**src/rtl/secpool_pkg.sv**
```systemverilog
package secpool_pkg;

    // Section size is fixed at 2 MB: address = base + index << SECT_SHIFT
    localparam int SECT_SHIFT = 21;

    typedef enum logic [1:0] {
        ST_IDLE = 2'd0,
        ST_OWN  = 2'd1,   // latency pass over the requester's own sections
        ST_ANY  = 2'd2,   // pass over every section
        ST_RGN  = 2'd3    // aligned block search
    } scan_st_e;

    // Owner map: compute-node sections lie low, grouped per node
    function automatic logic owned_by(int idx, int node, int per_node, int n_nodes);
        return (idx < per_node * n_nodes) && ((idx / per_node) == node);
    endfunction

endpackage

```
**src/rtl/secpool_map.sv**
```systemverilog
module secpool_map
    import secpool_pkg::*;
#(
    parameter int N_SECT = 16,
    localparam int IDX_W = $clog2(N_SECT)
) (
    input  logic              clk,
    input  logic              rst,
    input  logic              free_valid,
    input  logic [IDX_W-1:0]  free_sect,
    input  logic [N_SECT-1:0] set_mask,
    output logic [N_SECT-1:0] busy,
    output logic              dfree_err
);

    logic [N_SECT-1:0] clr_mask;
    logic              dfree_now;

    always_comb begin
        clr_mask  = '0;
        if (free_valid) clr_mask[free_sect] = 1'b1;
        dfree_now = free_valid && !busy[free_sect];
    end

    always_ff @(posedge clk) begin
        if (rst) begin
            busy      <= '0;
            dfree_err <= 1'b0;
        end else begin
            busy <= (busy & ~clr_mask) | set_mask;
            if (dfree_now) dfree_err <= 1'b1;
        end
    end

    // a commit never claims a section that is already taken
    p_no_regrant_r7: assert property (@(posedge clk) disable iff (rst)
        (set_mask & busy) == '0);

    // the flag is sticky
    p_sticky_err_r9: assert property (@(posedge clk) disable iff (rst)
        dfree_err |=> dfree_err);

    // a double free does not mark the section busy
    p_dfree_keep_r9: assert property (@(posedge clk) disable iff (rst)
        (free_valid && !busy[free_sect] && set_mask == '0) |=> busy == $past(busy));

endmodule

```
**src/rtl/secpool_scan.sv**
```systemverilog
module secpool_scan
    import secpool_pkg::*;
#(
    parameter int N_SECT        = 16,
    parameter int N_NODES       = 2,
    parameter int SECT_PER_NODE = 4,
    parameter int REGION_LEN    = 4,
    parameter int NODE_W        = 2,
    localparam int IDX_W = $clog2(N_SECT),
    localparam int CNT_W = $clog2(REGION_LEN + 1),
    localparam int CYC_W = $clog2(2 * N_SECT + 2)
) (
    input  logic              clk,
    input  logic              rst,
    input  logic              req_valid,
    output logic              req_ready,
    input  logic              req_region,
    input  logic              req_lat,
    input  logic [NODE_W-1:0] req_node,
    input  logic [N_SECT-1:0] busy,
    output logic [N_SECT-1:0] set_mask,
    output logic              hit_valid,
    output logic              hit_ok,
    output logic [IDX_W-1:0]  hit_idx
);

    scan_st_e          state;
    logic [IDX_W-1:0]  idx;
    logic [CNT_W-1:0]  run_cnt;
    logic [NODE_W-1:0] node_q;
    logic              rgn_q;
    logic [N_SECT-1:0] own_vec;

    logic              sect_free;
    logic              last_idx;
    logic              blk_first;
    logic [CNT_W-1:0]  run_nx;
    logic              hit;
    logic [IDX_W-1:0]  base_idx;

    // Ownership of each section relative to the latched requester
    for (genvar g = 0; g < N_SECT; g++) begin : g_own
        assign own_vec[g] = owned_by(g, int'(node_q), SECT_PER_NODE, N_NODES);
    end

    assign req_ready = (state == ST_IDLE);

    always_comb begin
        sect_free = !busy[idx];
        last_idx  = (idx == IDX_W'(N_SECT - 1));
        blk_first = ((int'(idx) % REGION_LEN) == 0);
        if (!sect_free)     run_nx = '0;
        else if (blk_first) run_nx = CNT_W'(1);
        else                run_nx = run_cnt + CNT_W'(1);

        unique case (state)
            ST_OWN:  hit = sect_free && own_vec[idx];
            ST_ANY:  hit = sect_free;
            ST_RGN:  hit = (run_nx == CNT_W'(REGION_LEN));
            default: hit = 1'b0;
        endcase

        base_idx = (state == ST_RGN) ? idx - IDX_W'(REGION_LEN - 1) : idx;

        set_mask = '0;
        if (hit) begin
            for (int i = 0; i < N_SECT; i++) begin
                if (i >= int'(base_idx) && i <= int'(idx)) set_mask[i] = 1'b1;
            end
        end
    end

    always_ff @(posedge clk) begin
        if (rst) begin
            state     <= ST_IDLE;
            idx       <= '0;
            run_cnt   <= '0;
            node_q    <= '0;
            rgn_q     <= 1'b0;
            hit_valid <= 1'b0;
            hit_ok    <= 1'b0;
            hit_idx   <= '0;
        end else begin
            hit_valid <= 1'b0;
            if (state == ST_IDLE) begin
                if (req_valid) begin
                    idx     <= '0;
                    run_cnt <= '0;
                    node_q  <= req_node;
                    rgn_q   <= req_region;
                    if (req_region)   state <= ST_RGN;
                    else if (req_lat) state <= ST_OWN;
                    else              state <= ST_ANY;
                end
            end else begin
                run_cnt <= run_nx;
                if (hit) begin
                    hit_valid <= 1'b1;
                    hit_ok    <= 1'b1;
                    hit_idx   <= base_idx;
                    state     <= ST_IDLE;
                end else if (last_idx) begin
                    if (state == ST_OWN) begin
                        state   <= ST_ANY;
                        idx     <= '0;
                    end else begin
                        hit_valid <= 1'b1;
                        hit_ok    <= 1'b0;
                        state     <= ST_IDLE;
                    end
                end else begin
                    idx <= idx + IDX_W'(1);
                end
            end
        end
    end

    // Checker state: cycles spent searching
    logic [CYC_W-1:0] scan_cyc;
    always_ff @(posedge clk) begin
        if (rst || state == ST_IDLE) scan_cyc <= '0;
        else                         scan_cyc <= scan_cyc + CYC_W'(1);
    end

    // search finishes within two passes
    p_bound_r10: assert property (@(posedge clk) disable iff (rst)
        (state != ST_IDLE) |-> (int'(scan_cyc) < 2 * N_SECT));

    // region grants start on an aligned boundary
    p_align_r6: assert property (@(posedge clk) disable iff (rst)
        (hit_valid && hit_ok && rgn_q) |-> ((int'(hit_idx) % REGION_LEN) == 0));

    // a grant in the own-section pass lands on an owned section
    p_own_pass_r3: assert property (@(posedge clk) disable iff (rst)
        (state == ST_OWN && set_mask != '0) |-> ((set_mask & ~own_vec) == '0));

endmodule

```
**src/rtl/secpool_alloc.sv**
```systemverilog
module secpool_alloc
    import secpool_pkg::*;
#(
    parameter int N_SECT        = 16,
    parameter int N_NODES       = 2,
    parameter int SECT_PER_NODE = 4,
    parameter int REGION_LEN    = 4,
    parameter int NODE_W        = 2,
    parameter int ADDR_W        = 48,
    localparam int IDX_W = $clog2(N_SECT)
) (
    input  logic              clk,
    input  logic              rst,
    input  logic [ADDR_W-1:0] cfg_pool_base,
    input  logic              req_valid,
    output logic              req_ready,
    input  logic              req_region,
    input  logic              req_lat,
    input  logic [NODE_W-1:0] req_node,
    output logic              rsp_valid,
    output logic              rsp_ok,
    output logic [ADDR_W-1:0] rsp_addr,
    input  logic              free_valid,
    input  logic [IDX_W-1:0]  free_sect,
    output logic              dfree_err
);

    logic [N_SECT-1:0] busy;
    logic [N_SECT-1:0] set_mask;
    logic [IDX_W-1:0]  hit_idx;

    secpool_map #(.N_SECT(N_SECT)) u_map (
        .clk        (clk),
        .rst        (rst),
        .free_valid (free_valid),
        .free_sect  (free_sect),
        .set_mask   (set_mask),
        .busy       (busy),
        .dfree_err  (dfree_err)
    );

    secpool_scan #(
        .N_SECT        (N_SECT),
        .N_NODES       (N_NODES),
        .SECT_PER_NODE (SECT_PER_NODE),
        .REGION_LEN    (REGION_LEN),
        .NODE_W        (NODE_W)
    ) u_scan (
        .clk        (clk),
        .rst        (rst),
        .req_valid  (req_valid),
        .req_ready  (req_ready),
        .req_region (req_region),
        .req_lat    (req_lat),
        .req_node   (req_node),
        .busy       (busy),
        .set_mask   (set_mask),
        .hit_valid  (rsp_valid),
        .hit_ok     (rsp_ok),
        .hit_idx    (hit_idx)
    );

    assign rsp_addr = cfg_pool_base + (ADDR_W'(hit_idx) << SECT_SHIFT);

    // a granted address is section aligned relative to the base
    p_addr_align_r2: assert property (@(posedge clk) disable iff (rst)
        (rsp_valid && rsp_ok) |-> ((rsp_addr - cfg_pool_base) & ((ADDR_W'(1) << SECT_SHIFT) - 1)) == '0);

endmodule

```
**config.mk**
```make
export PLATFORM = sky130hd
export DESIGN_NAME = secpool_alloc
export DESIGN_NICKNAME = d
export VERILOG_FILES = /design/src/rtl/secpool_pkg.sv /design/src/rtl/secpool_map.sv /design/src/rtl/secpool_scan.sv /design/src/rtl/secpool_alloc.sv
export SDC_FILE = /design/constraint.sdc
export NUM_CORES = 1
export LEC_CHECK = 0
export ABC_AREA = 1
export CORE_MARGIN = 3
export CORE_UTILIZATION = 30
export DETAILED_ROUTE_END_ITERATION = 6
export MAX_ROUTING_LAYER = met4
export PLACE_DENSITY = 0.67
export SLEW_MARGIN = 20
export SYNTH_ARGS = -nofsm -noshare
export SYNTH_HDL_FRONTEND = slang
export SYNTH_SLANG_ARGS = --single-unit
```
**constraint.sdc**
```tcl
create_clock -name clk -period 3.1 [get_ports clk]
set_input_delay 0.31 -clock clk [delete_from_list [all_inputs] [get_ports clk]]
set_output_delay 0.31 -clock clk [all_outputs]
set_load 0.005 [all_outputs]
```
==> flow_metrics.env, run 1 <==
export IMPL_status="completed"
export IMPL_async_reset_ff_frac=0
export IMPL_setup_ws_ps=102
export IMPL_synthTopCellsByArea="dfxtp_1 23%, nand2_1 13%, inv_1 8.2%"
export IMPL_ant_nets=0
export IMPL_cp_start_kind="input port"
export IMPL_setup_viol=0
export IMPL_peakVddDrop_mv=0.207
export IMPL_syn_area_um2=2980
export IMPL_via_per_inst=4.88
export IMPL_drive_gt1_frac=0.140
export IMPL_wl_um=8300
export IMPL_vias=3242
export IMPL_slew_limit_headroom=0.588
export IMPL_drv_cap=0
export IMPL_yosysWarnings=0
export IMPL_hold_buffers=0
export IMPL_ys_types=39
export IMPL_cpPeakStageDelay_ps=530
export IMPL_slowest_stage="clkdlybuf4s50_1"
export IMPL_h_tree_depth=2
export IMPL_drc=0
export IMPL_cp_cell_sequence="clkdlybuf4s50_1 -> buf_4 -> ha_1 -> nand3_1 -> nand2_1 -> nand2_1 -> nand2_1 -> nand2_2 -> nor3_4 -> nand3_2 -> nor2_1 -> xor2_1 -> clkdlybuf4s50_1"
export IMPL_fill_cells=969
export IMPL_gp_congestion=0.900
export IMPL_clock_path_buffers=2
export IMPL_die_area_um2=11200
export IMPL_final_nets=603
export IMPL_path_class="in -> out"
export IMPL_crit_path_frequent_cell="nand2_1"
export IMPL_crit_arrival_ps=2690
export IMPL_grt_max_degree=24
export IMPL_hold_path_depth=2
export IMPL_cp_data_required_time_ps=2790
export IMPL_die_w_um=106
export IMPL_dp_slack_ps=-257
export IMPL_antenna_found_initial=0
export IMPL_min_from="u_scan.run_cnt[2]"
export IMPL_fp_dieH_um=106
export IMPL_clk_pin_slew_ps=60
export IMPL_end_kind="output pin"
export IMPL_fmax_ghz=0.334
export IMPL_dp_final_hpwl_um=6360
export IMPL_rows=35
export IMPL_holdPathEnd="u_scan.run_cnt[2]"
export IMPL_cp_buffers_inverters=3
export IMPL_rr_startpoint="u_scan.idx[0]"
export IMPL_grt_pass1_wl_um=13800
export IMPL_ys_ff_latch=34
export IMPL_tightest_slew_ps=616
export IMPL_finClkSkew_ps=5.40
export IMPL_synth_top_area_share=0.229
export IMPL_leakagePower_uw=0.00174
export IMPL_clk_latency_ps=290
export IMPL_yosys_area_top_type="dfxtp_1"
export IMPL_overflow=0
export IMPL_power_total_uw=2050
export IMPL_hold_violations=0
export IMPL_finalCriticalPeriod_ps=3000
export IMPL_clockRootBuffer="clkbuf_8"
export IMPL_grt_usage=0.151
export IMPL_start_util=0.315
export IMPL_power_density_nw_per_um2=524
export IMPL_design_area_um2=3910
export IMPL_cts_buffers=5
export IMPL_cts_sinks=34
export IMPL_placed_cell_area_um2=3700
export IMPL_reg2regPathDepth=9
export IMPL_synth_main_ff_cell="dfxtp_1"
export IMPL_grt_pass1_vias=3043
export IMPL_syn_to_final_growth_pct=31.3
export IMPL_fp_coreArea_um2=9460
export IMPL_seq_area_frac_synth=0.229
export IMPL_boundaryPins=112
export IMPL_io_buffers=69
export IMPL_rsz0062_at_grt="true"
export IMPL_wl_per_cell_um=12.5
export IMPL_timing_critical_path_max_delay_family="buffers and inverters"
export IMPL_drtIter0Drc=300
export IMPL_cp_max_fo=3
export IMPL_hold_class="reg -> reg"
export IMPL_tritoncts="built"
export IMPL_r2r_setup_slack_ps=730
export IMPL_synth_edf_count=0
export IMPL_rr_endpoint="u_map.busy[8]"
export IMPL_drtPass1Iterations=5
export IMPL_syn_inst=467
export IMPL_syn_avg_cell_area_um2=6.38
export IMPL_slew_violations=0
export IMPL_post_route_period_util=0.967
export IMPL_diodes=0
export IMPL_synth_nets=536
==> registers in the layout (all words and copies together), names as in the netlist, 2 cells and up <==
signal / cells
u_map.busy: 16
u_scan.hit_idx: 4
u_scan.idx: 4
u_scan.run_cnt: 3
u_scan.node_q: 2
u_scan.state: 2
==> stage by stage <==
step | utilization | cells | TNS, ps | hold WS [ps]
after floorplan | - | 467 | 0 | 383
after global placement | 0.391 | 649 | -987 | 467
after detailed placement | 0.391 | 649 | -1210 | 469
after CTS | 0.404 | 661 | -24.6 | 485
after global routing | 0.413 | 664 | -238 | 493
final | 0.413 | 664 | 0 | 481
==> tightest hold or removal path, delay by kind of cell (launching register included) <==
family / cells / cell delay (ps)
flops: 1 / 320
simple gates: 2 / 120
==> cell usage after synthesis (2+ instances only) <==
cell type	count
a211oi_2	2
a21oi_1	29
a22oi_1	4
buf_2	2
buf_4	22
buf_6	3
clkbuf_1	3
dfxtp_1	34
ha_1	8
inv_1	65
inv_2	2
nand2_1	106
nand2_2	4
nand2_4	2
nand3_1	28
nand3_2	5
nand3b_1	2
nand4_1	11
nor2_1	51
nor2_2	4
nor3_1	8
o21ai_0	29
o21ai_1	2
o22ai_1	2
xnor2_1	9
xor2_1	17
==> report_power, final <==
part           internal [µW]  switching [µW]
Combinational            483             629
Sequential               512            81.9
Clock                    179             163
Total                   1170             874
==> placed cells by master (no fill, tap or decap), types with 5 or more instances in the layout <==
master / synthesis / routed
nand2_1: 106 / 100
inv_1: 65 / 64
clkdlybuf4s50_1: 0 / 60
nor2_1: 51 / 49
dfxtp_1: 34 / 34
a21oi_1: 29 / 29
o21ai_0: 29 / 29
nand3_1: 28 / 25
buf_4: 22 / 21
xor2_1: 17 / 17
nand4_1: 11 / 11
nand2_2: 4 / 9
xnor2_1: 9 / 9
nand3_2: 5 / 8
ha_1: 8 / 7
clkbuf_8: 0 / 6
nor3_1: 8 / 5
nor2_2: 4 / 5
==> how the worst max path moves through the flow <==
stage	cells after the start	from	slack [ps]	end
2_1_floorplan	13	u_scan.hit_idx[0]	790	rsp_addr[41]
3_3_place_gp	16	cfg_pool_base[21]	-210	rsp_addr[47]
3_5_place_dp	15	cfg_pool_base[21]	-260	rsp_addr[41]
4_1_cts	16	cfg_pool_base[21]	-20	rsp_addr[41]
5_1_grt	13	cfg_pool_base[22]	-90	rsp_addr[44]
6_report	13	cfg_pool_base[22]	100	rsp_addr[44]
==> routing by layer <==
layer | GRT usage | wire, µm
met1 | 0.176 | 3520
met2 | 0.250 | 3990
met4 | 0.0620 | 204
met5 | - | 0
met3 | 0.0331 | 594
==> final cells by class <==
type / count / area [µm²] / share of cell area
inverters: 68 / 263 / 0.0672
multi-input cells: 334 / 1870 / 0.479
flip-flops and latches: 34 / 681 / 0.174
clock buffers: 7 / 86.3 / 0.0221
repair buffers: 91 / 842 / 0.215
well taps: 129 / 161 / 0.0413
clock inverters: 1 / 5.00 / 0.00128
==> cell families after synthesis <==
kind of cell / synth area share
buf+inv: 0.169
flops: 0.229
fa+ha+maj: 0.0403
compound gates: 0.137
simple gates: 0.349
xor+xnor: 0.0765
==> what timing repair did <==
item	4_1_cts	5_1_grt
gates resized for setup	21	23
setup endpoints to repair	8	12
buffers inserted	4	3
pin swaps	12	7
Note: power is estimated with default switching activity, not from simulation.
==> inputs of run 2 (changes only) <==
PLACE_DENSITY = 0.65   (was 0.67)
SYNTH_HIERARCHICAL = 1   (was unset)
==> flow_metrics.env, run 2 <==
export IMPL_status="completed"
export IMPL_layout_commonest_cell="nand2_1"
export IMPL_grt_pass1_wl_um=16800
export IMPL_ys_ff_latch=34
export IMPL_peakVddDrop_mv=0.461
export IMPL_antenna_found_initial=0
export IMPL_yosysWarnings=6
export IMPL_die_area_um2=12600
export IMPL_io_buffers=69
export IMPL_h_tree_depth=2
export IMPL_leakagePower_uw=0.00184
export IMPL_end_kind="output pin"
export IMPL_p_sw_frac=0.474
export IMPL_finalCriticalPeriod_ps=2940
export IMPL_p_seq_frac=0.247
export IMPL_die_w_um=112
export IMPL_final_nets=705
export IMPL_syn_to_final_growth_pct=23.0
export IMPL_post_cts_buffers=0
export IMPL_via_per_inst=4.82
export IMPL_grt_max_degree=18
export IMPL_vias=3737
export IMPL_p_sw_uw=1330
export IMPL_hold_violations=0
export IMPL_top_register="u_map/busy"
export IMPL_final_cell_mix="191 x nand2_1, 83 x nor2_1, 74 x inv_1"
export IMPL_start_util=0.311
export IMPL_cts_sinks=34
export IMPL_tritoncts="built"
export IMPL_power_internal_uw=1480
export IMPL_synth_nets=658
export IMPL_synth_main_ff_cell="dfxtp_1"
export IMPL_top_regs="u_map/busy: 16 flops, u_scan/hit_idx: 4 flops, u_scan/idx: 4 flops"
export IMPL_wl_um=9890
export IMPL_grt_pass1_vias=3678
export IMPL_synthTopCellsByArea="nand2_1 21%, dfxtp_1 20%, nor2_1 9.2%"
export IMPL_cp_start_kind="input port"
export IMPL_crit_arrival_ps=2630
export IMPL_post_route_period_util=0.947
export IMPL_syn_avg_cell_area_um2=5.77
export IMPL_cts_buffers=5
export IMPL_tightest_slew_ps=523
export IMPL_seq_area_frac_synth=0.200
export IMPL_boundaryPins=112
export IMPL_clockRootBuffer="clkbuf_16"
export IMPL_syn_area_um2=3400
export IMPL_drv_cap=0
export IMPL_overflow=0
export IMPL_finClkSkew_ps=4.09
export IMPL_ant_nets=0
export IMPL_post_cts_resized=0
export IMPL_cp_cell_sequence="clkdlybuf4s50_1 -> ha_1 -> inv_1 -> fa_1 -> nor2_4 -> nor2_4 -> nor2_8 -> nand3b_1 -> nand2_1 -> clkdlybuf4s50_1"
export IMPL_cpPeakStageDelay_ps=500
export IMPL_cp_buffers_inverters=3
export IMPL_hold_buffers=0
export IMPL_yosys_area_top_type="nand2_1"
export IMPL_p_comb_frac=0.589
export IMPL_dp_final_hpwl_um=8050
export IMPL_fp_coreArea_um2=10900
export IMPL_cp_max_fo=7
export IMPL_power_total_uw=2810
export IMPL_timing_critical_path_max_delay_family="buffers and inverters"
export IMPL_gp_congestion=0.932
export IMPL_ys_types=39
export IMPL_drtIter0Drc=270
export IMPL_async_reset_ff_frac=0
export IMPL_setup_tns_ps=0
export IMPL_fp_dieH_um=112
export IMPL_cp_data_required_time_ps=2790
export IMPL_fmax_ghz=0.341
export IMPL_drive_gt1_frac=0.0755
export IMPL_grt_usage=0.162
export IMPL_hold_class="reg -> reg"
export IMPL_clockPowerShare=0.164
export IMPL_rsz0062_at_grt="false"
export IMPL_path_class="in -> out"
export IMPL_largest_register_ffs=16
export IMPL_clk_pin_slew_ps=50
export IMPL_diodes=0
export IMPL_drtPass1Iterations=5
export IMPL_slowest_stage="fa_1"
export IMPL_rows=38
export IMPL_clk_latency_ps=270
export IMPL_power_density_nw_per_um2=672
export IMPL_setup_viol=0
export IMPL_wl_per_cell_um=12.7
export IMPL_syn_inst=589
export IMPL_synth_top_area_share=0.211
export IMPL_yosysMostFrequentCell="nand2_1"
export IMPL_slew_limit_headroom=0.651
export IMPL_synth_common_cells="191 x nand2_1, 83 x nor2_1, 74 x inv_1, 34 x dfxtp_1, 30 x nand3_1"
export IMPL_synth_edf_count=0
export IMPL_clock_path_buffers=2
export IMPL_slew_violations=0
export IMPL_drc=0
run 2: final cells by class:
cell class,instances,area (µm²)
clock buffer,7,133
fill,1223,6760
inverter,82,308
multi-input combinational,441,2170
sequential,34,681
tap,140,175
timing repair buffer,72,713
run 2: kinds of logic (layout without fill, tap and decap cells):
logic type,Yosys count,in the layout,synth area share
and+or+nand+nor,352,352,0.460
adders and majority gates,9,9,0.0354
AOI/OAI and AO/OA,70,70,0.115
DFF,34,34,0.200
buffers and inverters,114,161,0.161
xor gates and xnor gates,10,10,0.0280
run 2: tightest hold or removal path, cell delays in order (launching register included):
cell,delay [ps]
dfxtp_1,310
nand2_1,60
a21oi_1,60
run 2: metal layers:
layer	global-route usage	vias up	part of all wire
met3	0.0194	10	0.055
met5	-	-	0
li1	-	1917	-
met4	0.0361	0	0.012
met1	0.200	1681	0.46
met2	0.284	129	0.48
run 2: power groups by stage:
stage	registers, µW	logic, µW	clock network [µW]
floorplan	642	1230	0
global placement	699	1630	0
detailed placement	701	1650	0
CTS	693	1660	472
global route	717	1870	492
finish	694	1650	460
run 2: path summary, 6_finish.rpt:
path / start / depth (start not counted) / to / slack, ps
setup / recovery: cfg_pool_base[21] / 10 / rsp_addr[35] / 160
hold / removal: u_scan/run_cnt[1] / 2 / u_scan/run_cnt[1] / 480
setup reg to reg: u_scan/idx[2] / 12 / u_map/busy[2] / 810
hold reg to reg: u_scan/run_cnt[1] / 2 / u_scan/run_cnt[1] / 480
run 2: metrics by stage:
stage	area (µm²)	hold WS (ps)	utilization	setup slack (ps)	std cells
after global routing	4180	520	0.382	22.5	776
after floorplan	3400	372	-	1250	589
after CTS	4180	479	0.382	142	776
final	4180	477	0.382	164	776
after detailed placement	4050	471	0.370	142	769
after global placement	4050	457	0.370	201	769
==> inputs of run 3 (changes only) <==
CORE_UTILIZATION = 47   (was 30)
CTS_CLUSTER_SIZE = 8   (was unset)
PLACE_DENSITY = 0.82   (was 0.65)
==> flow_metrics.env, run 3 (same netlist as run 2, synthesis figures left out) <==
export IMPL_status="completed"
export IMPL_slowest_stage="clkdlybuf4s50_1"
export IMPL_ant_nets=0
export IMPL_top_register="u_map/busy"
export IMPL_post_route_period_util=0.930
export IMPL_reg2regPathDepth=11
export IMPL_fp_dieH_um=91.0
export IMPL_clk_pin_slew_ps=70
export IMPL_peakVddDrop_mv=0.557
export IMPL_overflow=0
export IMPL_grt_usage=0.235
export IMPL_final_nets=703
export IMPL_hold_violations=0
export IMPL_die_w_um=91.0
export IMPL_cp_buffers_inverters=3
export IMPL_holdWs_ps=475
export IMPL_drtPass1Iterations=5
export IMPL_clock_path_buffers=2
export IMPL_fmax_ghz=0.347
export IMPL_via_per_inst=5.15
export IMPL_power_density_nw_per_um2=652
export IMPL_syn_to_final_growth_pct=19.7
export IMPL_tightest_slew_ps=586
export IMPL_cp_cell_sequence="clkdlybuf4s50_1 -> ha_1 -> inv_1 -> fa_1 -> nor2_4 -> nor2_4 -> nor2_8 -> nand3b_1 -> nand2_1 -> clkdlybuf4s50_1"
export IMPL_clk_latency_ps=290
export IMPL_dp_final_hpwl_um=7450
export IMPL_rsz0062_at_grt="false"
export IMPL_h_tree_depth=2
export IMPL_design_area_um2=4070
export IMPL_post_cts_resized=0
export IMPL_grt_pass1_vias=3532
export IMPL_gp_congestion=0.947
export IMPL_drc=0
export IMPL_setup_ws_ps=218
export IMPL_rr_endpoint="u_map/busy[14]"
export IMPL_path_class="in -> out"
export IMPL_drtIter0Drc=222
export IMPL_setup_tns_ps=0
export IMPL_io_buffers=69
export IMPL_slew_limit_headroom=0.609
export IMPL_antenna_found_initial=0
export IMPL_grt_max_degree=24
export IMPL_cp_depth=10
export IMPL_power_total_uw=2650
export IMPL_rows=30
export IMPL_post_cts_buffers=0
export IMPL_die_area_um2=8280
export IMPL_diodes=0
export IMPL_drv_cap=0
export IMPL_min_from="u_scan/run_cnt[1]"
export IMPL_finClkSkew_ps=8.28
export IMPL_boundaryPins=112
export IMPL_placed_cell_area_um2=3980
export IMPL_slew_violations=0
export IMPL_leakagePower_uw=0.00182
export IMPL_cts_sinks=34
export IMPL_cp_max_fo=7
export IMPL_r2r_setup_slack_ps=490
export IMPL_final_cell_mix="191 x nand2_1, 83 x nor2_1, 74 x inv_1"
export IMPL_vias=3768
export IMPL_fp_coreArea_um2=6910
export IMPL_clockRootBuffer="clkbuf_8"
export IMPL_dp_slack_ps=224
export IMPL_holdPathEnd="u_scan/run_cnt[1]"
export IMPL_wl_per_cell_um=12.8
export IMPL_cp_start_kind="input port"
export IMPL_start_util=0.492
export IMPL_setup_viol=0
export IMPL_crit_arrival_ps=2570
export IMPL_hold_buffers=0
export IMPL_hold_class="reg -> reg"
export IMPL_drive_gt1_frac=0.0756
export IMPL_finalCriticalPeriod_ps=2880
export IMPL_grt_pass1_wl_um=15900
export IMPL_cts_buffers=5
export IMPL_top_regs="u_map/busy: 16 flops, u_scan/hit_idx: 4 flops, u_scan/idx: 4 flops"
export IMPL_rr_startpoint="u_scan/idx[0]"
export IMPL_timing_critical_path_max_delay_family="buffers and inverters"
export IMPL_crit_path_start="cfg_pool_base[21]"
export IMPL_cpPeakStageDelay_ps=490
export IMPL_cp_data_required_time_ps=2790
export IMPL_end_kind="output pin"
export IMPL_hold_path_depth=2
export IMPL_layout_commonest_cell="nand2_1"
export IMPL_wl_um=9390
export IMPL_largest_register_ffs=16
export IMPL_tritoncts="built"
## run 3: worst register-to-register path, stage by stage (launching register included)
cell and delay (ps):
dfxtp_1 700, inv_2 250, ha_1 340, inv_1 40, o21ai_0 270, inv_1 160
nor2_1 150, inv_1 80, o31ai_1 290, nor2_1 100, inv_1 70, a21oi_1 60
## run 3: where the power goes
| group | internal [µW] | switching (µW) | leakage [µW] |
|---|---|---|---|
| Clock | 179 | 158 | 0.0000482 |
| Combinational | 613 | 982 | 0.00149 |
| Sequential | 558 | 160 | 0.000277 |
| Total | 1350 | 1300 | 0.00182 |
## run 3: stage by stage
| stage | util | cells |
|---|---|---|
| 6_report | 0.589 | 731 |
| 5_1_grt | 0.589 | 731 |
| 4_1_cts | 0.589 | 731 |
| 3_5_place_dp | 0.576 | 723 |
| 3_3_place_gp | 0.576 | 723 |
| 2_1_floorplan | - | 589 |
## run 3: worst max path at each step
stage	end	slack, ps
3_3_place_gp	rsp_addr[39]	250
3_5_place_dp	rsp_addr[39]	220
5_1_grt	rsp_addr[39]	120
6_report	rsp_addr[39]	220
4_1_cts	rsp_addr[39]	220
2_1_floorplan	u_map/busy[14]	1250
## run 3: cell type report
| type | count | area [µm²] |
|---|---|---|
| clock buffer | 7 | 86.3 |
| clock inverter | 1 | 5.00 |
| timing repair buffer | 70 | 698 |
| inverter | 82 | 308 |
| multi-input combinational | 441 | 2170 |
| sequential | 34 | 681 |
| fill | 713 | 2840 |
| tap | 96 | 120 |
## run 3: routing by layer
| metal | up-vias | GRT usage | part of all wire |
|---|---|---|---|
| met2 | 159 | 0.394 | 0.47 |
| met4 | 0 | 0.0842 | 0.027 |
| met3 | 28 | 0.0464 | 0.072 |
| met1 | 1673 | 0.280 | 0.43 |
| met5 | - | - | 0 |
| li1 | 1908 | - | - |
